$ cat src/rtl/dmach_pkg.sv
package dmach_pkg;

    typedef enum logic [1:0] {
        SP_PROG = 2'd0,
        SP_DATA = 2'd1,
        SP_IO   = 2'd2,
        SP_RSVD = 2'd3
    } space_t;

    typedef enum logic [3:0] {
        RG_CTRL   = 4'd0,
        RG_TRIG   = 4'd1,
        RG_SRC    = 4'd2,
        RG_DST    = 4'd3,
        RG_CNT    = 4'd4,
        RG_ESTEP  = 4'd5,
        RG_FSTEP  = 4'd6,
        RG_RSRC   = 4'd7,
        RG_RDST   = 4'd8,
        RG_RCNT   = 4'd9,
        RG_RFRM   = 4'd10
    } regsel_t;

    typedef enum logic [1:0] {
        PH_IDLE = 2'd0,
        PH_RD   = 2'd1,
        PH_WR   = 2'd2
    } phase_t;

    // control register bit positions
    localparam int CTRL_AUTO = 4;
    localparam int CTRL_EN   = 5;

endpackage

$ cat src/rtl/dmach_sync.sv
module dmach_sync #(
    parameter int NSYNC = 4,
    parameter int SELW  = 3
) (
    input  logic             clk,
    input  logic             rst,
    input  logic             arm,
    input  logic             take,
    input  logic [NSYNC-1:0] sync_in,
    input  logic [SELW-1:0]  sel,
    output logic             go
);
    logic [NSYNC-1:0] prev;
    logic [NSYNC-1:0] rise;
    logic             hit;
    logic             pend;

    generate
        for (genvar g = 0; g < NSYNC; g++) begin : g_edge
            assign rise[g] = sync_in[g] & ~prev[g];
        end
    endgenerate

    always_comb begin
        hit = 1'b0;
        for (int i = 0; i < NSYNC; i++) begin
            if (sel == SELW'(i + 1)) hit = rise[i];
        end
    end

    always_ff @(posedge clk) begin
        if (rst) begin
            prev <= '0;
            pend <= 1'b0;
        end else begin
            prev <= sync_in;
            pend <= arm & (hit | (pend & ~take));
        end
    end

    assign go = (sel == '0) | pend;
endmodule

$ cat src/rtl/dmach_ctx.sv
module dmach_ctx
    import dmach_pkg::*;
#(
    parameter int AW   = 16,
    parameter int CW   = 8,
    parameter int SELW = 3
) (
    input  logic            clk,
    input  logic            rst,
    input  logic            cfg_we,
    input  logic [3:0]      cfg_addr,
    input  logic [AW-1:0]   cfg_wdata,
    input  logic            step,
    output logic [AW-1:0]   src,
    output logic [AW-1:0]   dst,
    output logic            dbl,
    output logic [SELW-1:0] sel,
    output space_t          ssp,
    output space_t          dsp,
    output logic            active,
    output logic            done
);
    logic [CW-1:0] ecnt, fcnt, rcnt, rfrm;
    logic [AW-1:0] rsrc, rdst, estep, fstep;
    logic          autold;
    logic          last_e, last_f;

    assign last_e = (ecnt <= CW'(1));
    assign last_f = (fcnt <= CW'(1));

    always_ff @(posedge clk) begin
        if (rst) begin
            src <= '0; dst <= '0; ecnt <= '0; fcnt <= '0;
            rsrc <= '0; rdst <= '0; rcnt <= '0; rfrm <= '0;
            estep <= '0; fstep <= '0;
            dbl <= 1'b0; sel <= '0; autold <= 1'b0; active <= 1'b0;
            ssp <= SP_PROG; dsp <= SP_PROG;
            done <= 1'b0;
        end else begin
            done <= 1'b0;
            if (step) begin
                if (last_e) begin
                    src  <= src + fstep;
                    dst  <= dst + fstep;
                    ecnt <= rcnt;
                    if (last_f) begin
                        done <= 1'b1;
                        if (autold) begin
                            src  <= rsrc;
                            dst  <= rdst;
                            fcnt <= rfrm;
                        end else begin
                            active <= 1'b0;
                        end
                    end else begin
                        fcnt <= fcnt - CW'(1);
                    end
                end else begin
                    src  <= src + estep;
                    dst  <= dst + estep;
                    ecnt <= ecnt - CW'(1);
                end
            end
            if (cfg_we) begin
                case (cfg_addr)
                    RG_CTRL: begin
                        ssp    <= space_t'(cfg_wdata[1:0]);
                        dsp    <= space_t'(cfg_wdata[3:2]);
                        autold <= cfg_wdata[CTRL_AUTO];
                        active <= cfg_wdata[CTRL_EN];
                    end
                    RG_TRIG: begin
                        fcnt <= cfg_wdata[CW-1:0];
                        dbl  <= cfg_wdata[CW];
                        sel  <= cfg_wdata[CW+1 +: SELW];
                    end
                    RG_SRC:   src   <= cfg_wdata;
                    RG_DST:   dst   <= cfg_wdata;
                    RG_CNT:   ecnt  <= cfg_wdata[CW-1:0];
                    RG_ESTEP: estep <= cfg_wdata;
                    RG_FSTEP: fstep <= cfg_wdata;
                    RG_RSRC:  rsrc  <= cfg_wdata;
                    RG_RDST:  rdst  <= cfg_wdata;
                    RG_RCNT:  rcnt  <= cfg_wdata[CW-1:0];
                    RG_RFRM:  rfrm  <= cfg_wdata[CW-1:0];
                    default: ;
                endcase
            end
        end
    end
endmodule

$ cat src/rtl/dmach_seq.sv
module dmach_seq
    import dmach_pkg::*;
#(
    parameter int AW = 16,
    parameter int DW = 16
) (
    input  logic          clk,
    input  logic          rst,
    input  logic          active,
    input  logic          go,
    input  logic          dbl,
    input  logic [AW-1:0] src,
    input  logic [AW-1:0] dst,
    input  space_t        ssp,
    input  space_t        dsp,
    input  logic          mem_gnt,
    input  logic [DW-1:0] mem_rdata,
    output logic          mem_req,
    output logic          mem_we,
    output logic [1:0]    mem_space,
    output logic [AW-1:0] mem_addr,
    output logic [DW-1:0] mem_wdata,
    output logic          take,
    output logic          step
);
    phase_t        ph;
    logic          half;
    logic [DW-1:0] hold;
    logic [AW-1:0] offs;

    assign offs = {{(AW-1){1'b0}}, half};

    always_comb begin
        mem_req   = 1'b0;
        mem_we    = 1'b0;
        mem_space = ssp;
        mem_addr  = src + offs;
        mem_wdata = hold;
        take      = 1'b0;
        step      = 1'b0;
        case (ph)
            PH_IDLE: take = active & go;
            PH_RD:   mem_req = 1'b1;
            PH_WR: begin
                mem_req   = 1'b1;
                mem_we    = 1'b1;
                mem_space = dsp;
                mem_addr  = dst + offs;
                step      = mem_gnt & ~(dbl & ~half);
            end
            default: ;
        endcase
    end

    always_ff @(posedge clk) begin
        if (rst) begin
            ph   <= PH_IDLE;
            half <= 1'b0;
            hold <= '0;
        end else begin
            case (ph)
                PH_IDLE: if (take) begin
                    ph   <= PH_RD;
                    half <= 1'b0;
                end
                PH_RD: if (mem_gnt) begin
                    hold <= mem_rdata;
                    ph   <= PH_WR;
                end
                PH_WR: if (mem_gnt) begin
                    if (dbl && !half) begin
                        half <= 1'b1;
                        ph   <= PH_RD;
                    end else begin
                        ph <= PH_IDLE;
                    end
                end
                default: ph <= PH_IDLE;
            endcase
        end
    end
endmodule

$ cat src/rtl/dma_chan.sv
module dma_chan
    import dmach_pkg::*;
#(
    parameter int AW    = 16,
    parameter int DW    = 16,
    parameter int CW    = 8,
    parameter int NSYNC = 4
) (
    input  logic             clk,
    input  logic             rst,
    input  logic             cfg_we,
    input  logic [3:0]       cfg_addr,
    input  logic [AW-1:0]    cfg_wdata,
    input  logic [NSYNC-1:0] sync_in,
    output logic             mem_req,
    output logic             mem_we,
    output logic [1:0]       mem_space,
    output logic [AW-1:0]    mem_addr,
    output logic [DW-1:0]    mem_wdata,
    input  logic [DW-1:0]    mem_rdata,
    input  logic             mem_gnt,
    output logic             done,
    output logic             active
);
    localparam int SELW = $clog2(NSYNC + 1);

    logic [AW-1:0]   src, dst;
    logic            dbl, go, take, step;
    logic [SELW-1:0] sel;
    space_t          ssp, dsp;

    dmach_ctx #(.AW(AW), .CW(CW), .SELW(SELW)) u_ctx (
        .clk(clk), .rst(rst),
        .cfg_we(cfg_we), .cfg_addr(cfg_addr), .cfg_wdata(cfg_wdata),
        .step(step),
        .src(src), .dst(dst), .dbl(dbl), .sel(sel),
        .ssp(ssp), .dsp(dsp), .active(active), .done(done)
    );

    dmach_sync #(.NSYNC(NSYNC), .SELW(SELW)) u_sync (
        .clk(clk), .rst(rst), .arm(active), .take(take),
        .sync_in(sync_in), .sel(sel), .go(go)
    );

    dmach_seq #(.AW(AW), .DW(DW)) u_seq (
        .clk(clk), .rst(rst), .active(active), .go(go), .dbl(dbl),
        .src(src), .dst(dst), .ssp(ssp), .dsp(dsp),
        .mem_gnt(mem_gnt), .mem_rdata(mem_rdata),
        .mem_req(mem_req), .mem_we(mem_we), .mem_space(mem_space),
        .mem_addr(mem_addr), .mem_wdata(mem_wdata),
        .take(take), .step(step)
    );
endmodule

$ cat config.mk
export PLATFORM = sky130hd
export DESIGN_NAME = dma_chan
export DESIGN_NICKNAME = d
export VERILOG_FILES = /design/src/rtl/dmach_pkg.sv /design/src/rtl/dmach_sync.sv /design/src/rtl/dmach_ctx.sv /design/src/rtl/dmach_seq.sv /design/src/rtl/dma_chan.sv
export SDC_FILE = /design/constraint.sdc
export NUM_CORES = 1
export LEC_CHECK = 0
export BUFFER_PORTS_ARGS = -buffer_cell sky130_fd_sc_hd__buf_2
export CAP_MARGIN = 20
export CORE_ASPECT_RATIO = 0.6
export CORE_MARGIN = 2
export CORE_UTILIZATION = 40
export DETAILED_ROUTE_END_ITERATION = 16
export PLACE_DENSITY = 0.65
export SYNTH_ARGS = -nofsm -noshare
export SYNTH_HDL_FRONTEND = slang
export SYNTH_SLANG_ARGS = --single-unit
export TNS_END_PERCENT = 1
$ cat constraint.sdc
create_clock -name clk -period 10.9 [get_ports clk]
set_input_delay 2.725 -clock clk [delete_from_list [all_inputs] [get_ports clk]]
set_output_delay 2.725 -clock clk [all_outputs]
set_load 0.02 [all_outputs]
==> results.json, run 1 <==
{
  "cp_num_buf_inv": 3,
  "gp_congestion": 0.9467,
  "worst_clock_skew_ns": 0.009991,
  "die_x_um": 215.9,
  "ant_nets": 0,
  "fin_crit_ns": 6.554,
  "antennaDiodeCount": 0,
  "power.switching_mw": 0.4787,
  "hold_buffers": 0,
  "rows": 46,
  "die_area_mm2": 0.02832,
  "hp-class": "flop to flop",
  "yosys.cell_types.count": 75,
  "worst_setup_path_end_kind": "primary output",
  "port_buffers": 81,
  "syn_area_mm2": 0.01078,
  "clkPwrFrac": 0.405,
  "crit_fanout": 39,
  "synth_most_common_cell": "nand2_1",
  "synth_seq_cells": 163,
  "grt_max_degree": 94,
  "crit_slowest_cell": "or3b_1",
  "fin_crit_sh": 0.6013,
  "status": "complete, no violations",
  "synth_commonest_cells": "nand2_1, a21oi_1, dfxtp_1, nor2_1, o21ai_0",
  "reg2reg_from": "u_seq.ph[0]",
  "clk_latency_ns": 0.45,
  "powerDensity_mw_per_mm2": 123.0,
  "maxCapViolCount": 0,
  "max-slew-margin-rel": 0.2798,
  "internal-power_mw": 0.9975,
  "cts.clk_slew.worst_paths_ns": 0.07,
  "crit_start": "u_seq.ph[0]",
  "crit_path_cell_trace": "inv_1 > ha_2 > buf_4 > mux2_2 > ha_1 > ha_1 > o21ai_0 > or3b_1 > a211oi_2 > nand2_1 > xor2_1 > mux2i_1 > buf_2",
  "cpPeakStageDelay_ns": 0.49,
  "n_fill_cell": 2708,
  "critPathRequiredTime_ns": 8.18,
  "die_h_um": 131.2,
  "yosys.area.top_type": "dfxtp_1",
  "setup_viol": 0,
  "synth_edf_count": 0,
  "synth.area.top_cells": "dfxtp_1, nand2_1, a21oi_1",
  "first_iter_violations": 1500,
  "wl_um": 37470,
  "netlist_instances": 1445,
  "start_util": 0.4071,
  "worst_slew_pin_slew_ns": 1.080,
  "synth_nets": 1564,
  "cp-start-kind": "flop",
  "htree_levels": 4,
  "grt_pass1_wl_um": 57690,
  "wire_per_inst_um": 20.24,
  "p_leak_nw": 4.571,
  "cts_tree": "done",
  "cts_buffers": 17,
  "num_io_pins": 82,
  "cp.arrival_ns": 3.83,
  "drc": 0,
  "yosys_warnings": 0,
  "grt_usage": 0.2619,
  "synthFlopType": "dfxtp_1",
  "via_count": 10950,
  "critical_path_class": "flop to primary output",
  "syn_avg_cell_area_um2": 7.460,
  "synth.top_cell.area_share": 0.3027,
  "hold_start": "u_seq.mem_wdata[4]",
  "layout.nets": 1597,
  "cp_common_cell": "ha_1",
  "slew_viol_final": 0,
  "root_buffer": "clkbuf_16",
  "cts_resized": 0,
  "ys_seq_area_frac": 0.3027,
  "rsz0062_at_grt": "false",
  "p_total_mw": 1.476,
  "area_growth_pct": 11.34,
  "ir_worst_vdd_mv": 0.1179,
  "drive_above_1_share": 0.1080,
  "clock_sinks": 163,
  "antenna_found_initial": 0,
  "dp_hpwl_um": 26660,
  "synthArstFlopShare": 0,
  "grt_overflow": 0,
  "finalSetupTns_ns": 0,
  "grt_pass1_vias": 9911,
  "fmax_ghz": 0.1526,
  "comb_power_share": 0.161,
  "postCtsSetupBuffers": 0,
  "hold_viol_final": 0,
  "clockBufferDepth": 2,
  "final-seq-area_mm2": 0.003263,
  "multi_input_area_mm2": 0.007107,
  "p_seq_frac": 0.434,
  "crit_family": "adder cells",
  "viasPerCell": 5.915,
  "firstDrtPassIters": 6,
  "core_area_mm2": 0.02648,
  "switching_share": 0.3243
}
final cells by class:
| cell class | count | share of cell area |
|---|---|---|
| Clock buffer | 17 | 0.03545 |
| Timing Repair Buffer | 97 | 0.04379 |
| Tap cell | 360 | 0.03753 |
| Multi-Input combinational cell | 1174 | 0.5922 |
| Inverter | 25 | 0.007819 |
| Sequential cell | 163 | 0.2719 |
| Clock inverter | 15 | 0.01136 |
cells by family (layout without fill, tap and decap cells):
| logic type | after synthesis | after routing | share of synthesized area |
|---|---|---|---|
| muxes | 41 | 41 | 0.03854 |
| DFF | 163 | 163 | 0.3027 |
| and+or+nand+nor | 563 | 563 | 0.2315 |
| buffers and inverters | 108 | 154 | 0.04016 |
| xor gates and xnor gates | 58 | 58 | 0.04713 |
| adders and majority gates | 75 | 75 | 0.08984 |
| AOI/OAI and AO/OA | 437 | 437 | 0.2501 |
path summary, 6_finish.rpt:
check | slack, ns | cells after the start | end
setup reg to reg | 7.40 | 11 | u_ctx.dst[14]
hold reg to reg | 0.45 | 2 | u_seq.mem_wdata[4]
setup / recovery | 4.35 | 13 | mem_addr[12]
hold / removal | 0.45 | 2 | u_seq.mem_wdata[4]
metrics by stage:
step	area, um^2	instances	setup slack, ns	util	hold slack, ns
final	12000	1851	4.346	0.4533	0.4513
after floorplan	10780	1445	4.491	-	0.4329
after CTS	11990	1849	4.411	0.4528	0.4532
after global placement	11430	1817	5.004	0.4316	0.4382
after global routing	12000	1851	4.134	0.4533	0.4651
after detailed placement	11430	1817	4.893	0.4316	0.4431
power by group through the flow:
stage | combinational (mW) | clock, mW | sequential [mW]
after detailed placement | 0.231 | 0 | 0.653
after global placement | 0.229 | 0 | 0.652
final | 0.238 | 0.597 | 0.641
after floorplan | 0.152 | 0 | 0.653
after CTS | 0.232 | 0.609 | 0.639
after global routing | 0.258 | 0.637 | 0.642
cells in the final DEF, fill, tap and decap left out, types with 15 or more instances in the layout:
master | synthesis | routed
a211oi_1 | 25 | 25
mux2i_1 | 37 | 37
nand2_1 | 275 | 275
inv_1 | 25 | 25
nand3_1 | 33 | 33
a31oi_1 | 23 | 23
clkbuf_16 | 0 | 17
o21a_1 | 16 | 16
dfxtp_1 | 163 | 163
xor2_1 | 23 | 23
nor2_1 | 114 | 112
buf_2 | 10 | 81
xnor2_1 | 35 | 35
nor3_1 | 43 | 41
o21ai_0 | 75 | 75
o211ai_1 | 22 | 22
a21oi_1 | 185 | 185
nor2b_1 | 19 | 19
buf_4 | 0 | 15
ha_1 | 71 | 70
metal layers:
metal,GRT usage,part of all wire
met5,0,0
met1,0.4164,0.49
met4,0.04833,0.010
met2,0.3382,0.37
met3,0.07731,0.13
state kept, by name, indices dropped and copies added, names as in the netlist, 3 cells and up:
name / cells
u_ctx.dst: 16
u_ctx.rcnt: 8
u_sync.prev: 4
u_ctx.fcnt: 8
u_ctx.fstep: 16
u_ctx.rsrc: 16
u_ctx.src: 16
u_ctx.rdst: 16
u_ctx.sel: 3
u_seq.mem_wdata: 16
u_ctx.estep: 16
u_ctx.rfrm: 8
u_ctx.ecnt: 8
worst reg2reg max path, delay by kind of cell (launching register included):
| kind | cells | cell delay, ns |
|---|---|---|
| DFF | 1 | 0.36 |
| and+or+nand+nor | 5 | 1.48 |
| buffers and inverters | 3 | 0.92 |
| AOI/OAI and AO/OA | 2 | 0.40 |
| adders and majority gates | 1 | 0.17 |
Note: power is estimated with default switching activity, not from simulation.
==> run 2, diff against run 1 <==
- clock period: 10.9 -> 6.6 ns (I/O delays scaled with it)
==> results.json, run 2 (same netlist as run 1, synthesis figures left out) <==
{
  "hold_viol_final": 0,
  "cp-endpoint": "mem_addr[12]",
  "ant_nets": 0,
  "r2r_slack_ns": 2.98,
  "reg2reg_to": "u_ctx.dst[14]",
  "critPathRequiredTime_ns": 4.95,
  "start_util": 0.4071,
  "cpPeakStageDelay_ns": 0.52,
  "hp-class": "flop to flop",
  "fin_crit_ns": 5.350,
  "clockBufferDepth": 2,
  "die_h_um": 131.2,
  "cts_resized": 0,
  "critical_path_class": "flop to primary output",
  "drive_above_1_share": 0.1054,
  "crit_start": "u_seq.ph[0]",
  "ir_worst_vdd_mv": 0.1728,
  "die_area_mm2": 0.02832,
  "status": "complete, no violations",
  "grt_max_degree": 63,
  "hold_buffers": 0,
  "max-slew-margin-rel": 0.3109,
  "crit_fanout": 19,
  "rr_worst_depth": 11,
  "postCtsSetupBuffers": 0,
  "p_leak_nw": 4.600,
  "final_common_cell": "nand2_1",
  "slew_viol_final": 0,
  "rows": 46,
  "reg2reg_from": "u_seq.ph[0]",
  "rsz0062_at_grt": "false",
  "crit_slowest_cell": "ha_2",
  "layout.nets": 1598,
  "root_buffer": "clkbuf_16",
  "area_growth_pct": 11.94,
  "powerDensity_mw_per_mm2": 209.7,
  "dp_cells": 1820,
  "cp-start-kind": "flop",
  "drc": 0,
  "core_area_mm2": 0.02648,
  "maxCapViolCount": 0,
  "worst_slew_pin_slew_ns": 1.031,
  "via_count": 11010,
  "wl_um": 37750,
  "grt_overflow": 0,
  "grt_pass1_vias": 9849,
  "fin_crit_sh": 0.8106,
  "finalSetupTns_ns": 0,
  "firstDrtPassIters": 8,
  "cts.clk_slew.worst_paths_ns": 0.06,
  "htree_levels": 4,
  "cts_buffers": 17,
  "first_iter_violations": 1351,
  "antenna_found_initial": 2,
  "final_cells": 1852,
  "n_fill_cell": 2683,
  "port_buffers": 81,
  "clk_latency_ns": 0.44,
  "gp_congestion": 0.9338,
  "cts_tree": "done",
  "viasPerCell": 5.942,
  "cp_common_cell": "ha_1",
  "fmax_ghz": 0.1869,
  "num_io_pins": 82,
  "die_x_um": 215.9,
  "clock_sinks": 163,
  "setup_viol": 0,
  "worst_clock_skew_ns": 0.01056,
  "grt_pass1_wl_um": 58100,
  "wire_per_inst_um": 20.38,
  "cp.arrival_ns": 3.70,
  "most-common-layout-cells": "nand2_1, a21oi_1, dfxtp_1",
  "crit_path_cell_trace": "inv_1 > ha_2 > mux2_2 > ha_1 > ha_1 > o21ai_0 > or3b_1 > a211oi_2 > nand2_1 > xor2_1 > mux2i_1 > buf_2",
  "worst_setup_path_end_kind": "primary output",
  "grt_usage": 0.2640,
  "dp_hpwl_um": 27380
}
## run 2: worst min path at each step
stage	startpoint	endpoint	slack, ns	cells past startpoint
after floorplan	u_ctx.dsp[0]	u_ctx.dsp[0]	0.43	2
after global placement	u_seq.mem_wdata[13]	u_seq.mem_wdata[13]	0.44	2
after detailed placement	u_seq.mem_wdata[11]	u_seq.mem_wdata[11]	0.44	2
after CTS	u_seq.mem_wdata[11]	u_seq.mem_wdata[11]	0.45	2
after global routing	u_seq.mem_wdata[12]	u_seq.mem_wdata[12]	0.48	2
final	u_seq.mem_wdata[6]	u_seq.mem_wdata[6]	0.45	2
## run 2: per-layer routing
layer,routed length [um],up-vias,global-route usage
met5,0,-,0
met4,342,0,0.04452
met3,4929,31,0.08519
met2,14070,545,0.3430
met1,18410,5208,0.4156
li1,-,5221,-
## run 2: critical path: cells and delay by family, from the launching register on
family / cells / cell delay (ns)
AOI/OAI and AO/OA: 2 / 0.42
buffers and inverters: 2 / 0.28
adders and majority gates: 3 / 1.05
and+or+nand+nor: 2 / 0.59
DFF: 1 / 0.35
xor gates and xnor gates: 1 / 0.16
muxes: 2 / 0.41
## run 2: final cells by class
class / instances / area [um^2] / area share
antenna: 2 / 5.005 / 0.0004148
clock buffer: 21 / 460.4 / 0.03816
clock inverter: 9 / 153.9 / 0.01275
inverter: 25 / 93.84 / 0.007777
multi-input combinational: 1174 / 7104 / 0.5888
sequential: 163 / 3263 / 0.2704
tap: 360 / 450.4 / 0.03733
timing repair buffer: 98 / 535.5 / 0.04438
## run 2: power breakdown
group	switching [mW]	internal (mW)	leakage (nW)	total (mW)
logic	0.265	0.131	2.99	0.396
registers	0.0414	1.02	1.32	1.06
clock network	0.425	0.650	0.295	1.07
## run 2: stage by stage
step | utilization | total power [mW] | hold WS, ns | instance area, um^2 | setup slack (ns)
after global routing | 0.4557 | 2.630 | 0.4756 | 12060 | 1.007
after detailed placement | 0.4324 | 1.465 | 0.4437 | 11450 | 1.765
after CTS | 0.4556 | 2.539 | 0.4529 | 12060 | 1.284
final | 0.4558 | 2.530 | 0.4507 | 12070 | 1.250
after floorplan | - | 1.330 | 0.4329 | 10780 | 1.266
after global placement | 0.4321 | 1.458 | 0.4385 | 11440 | 1.859
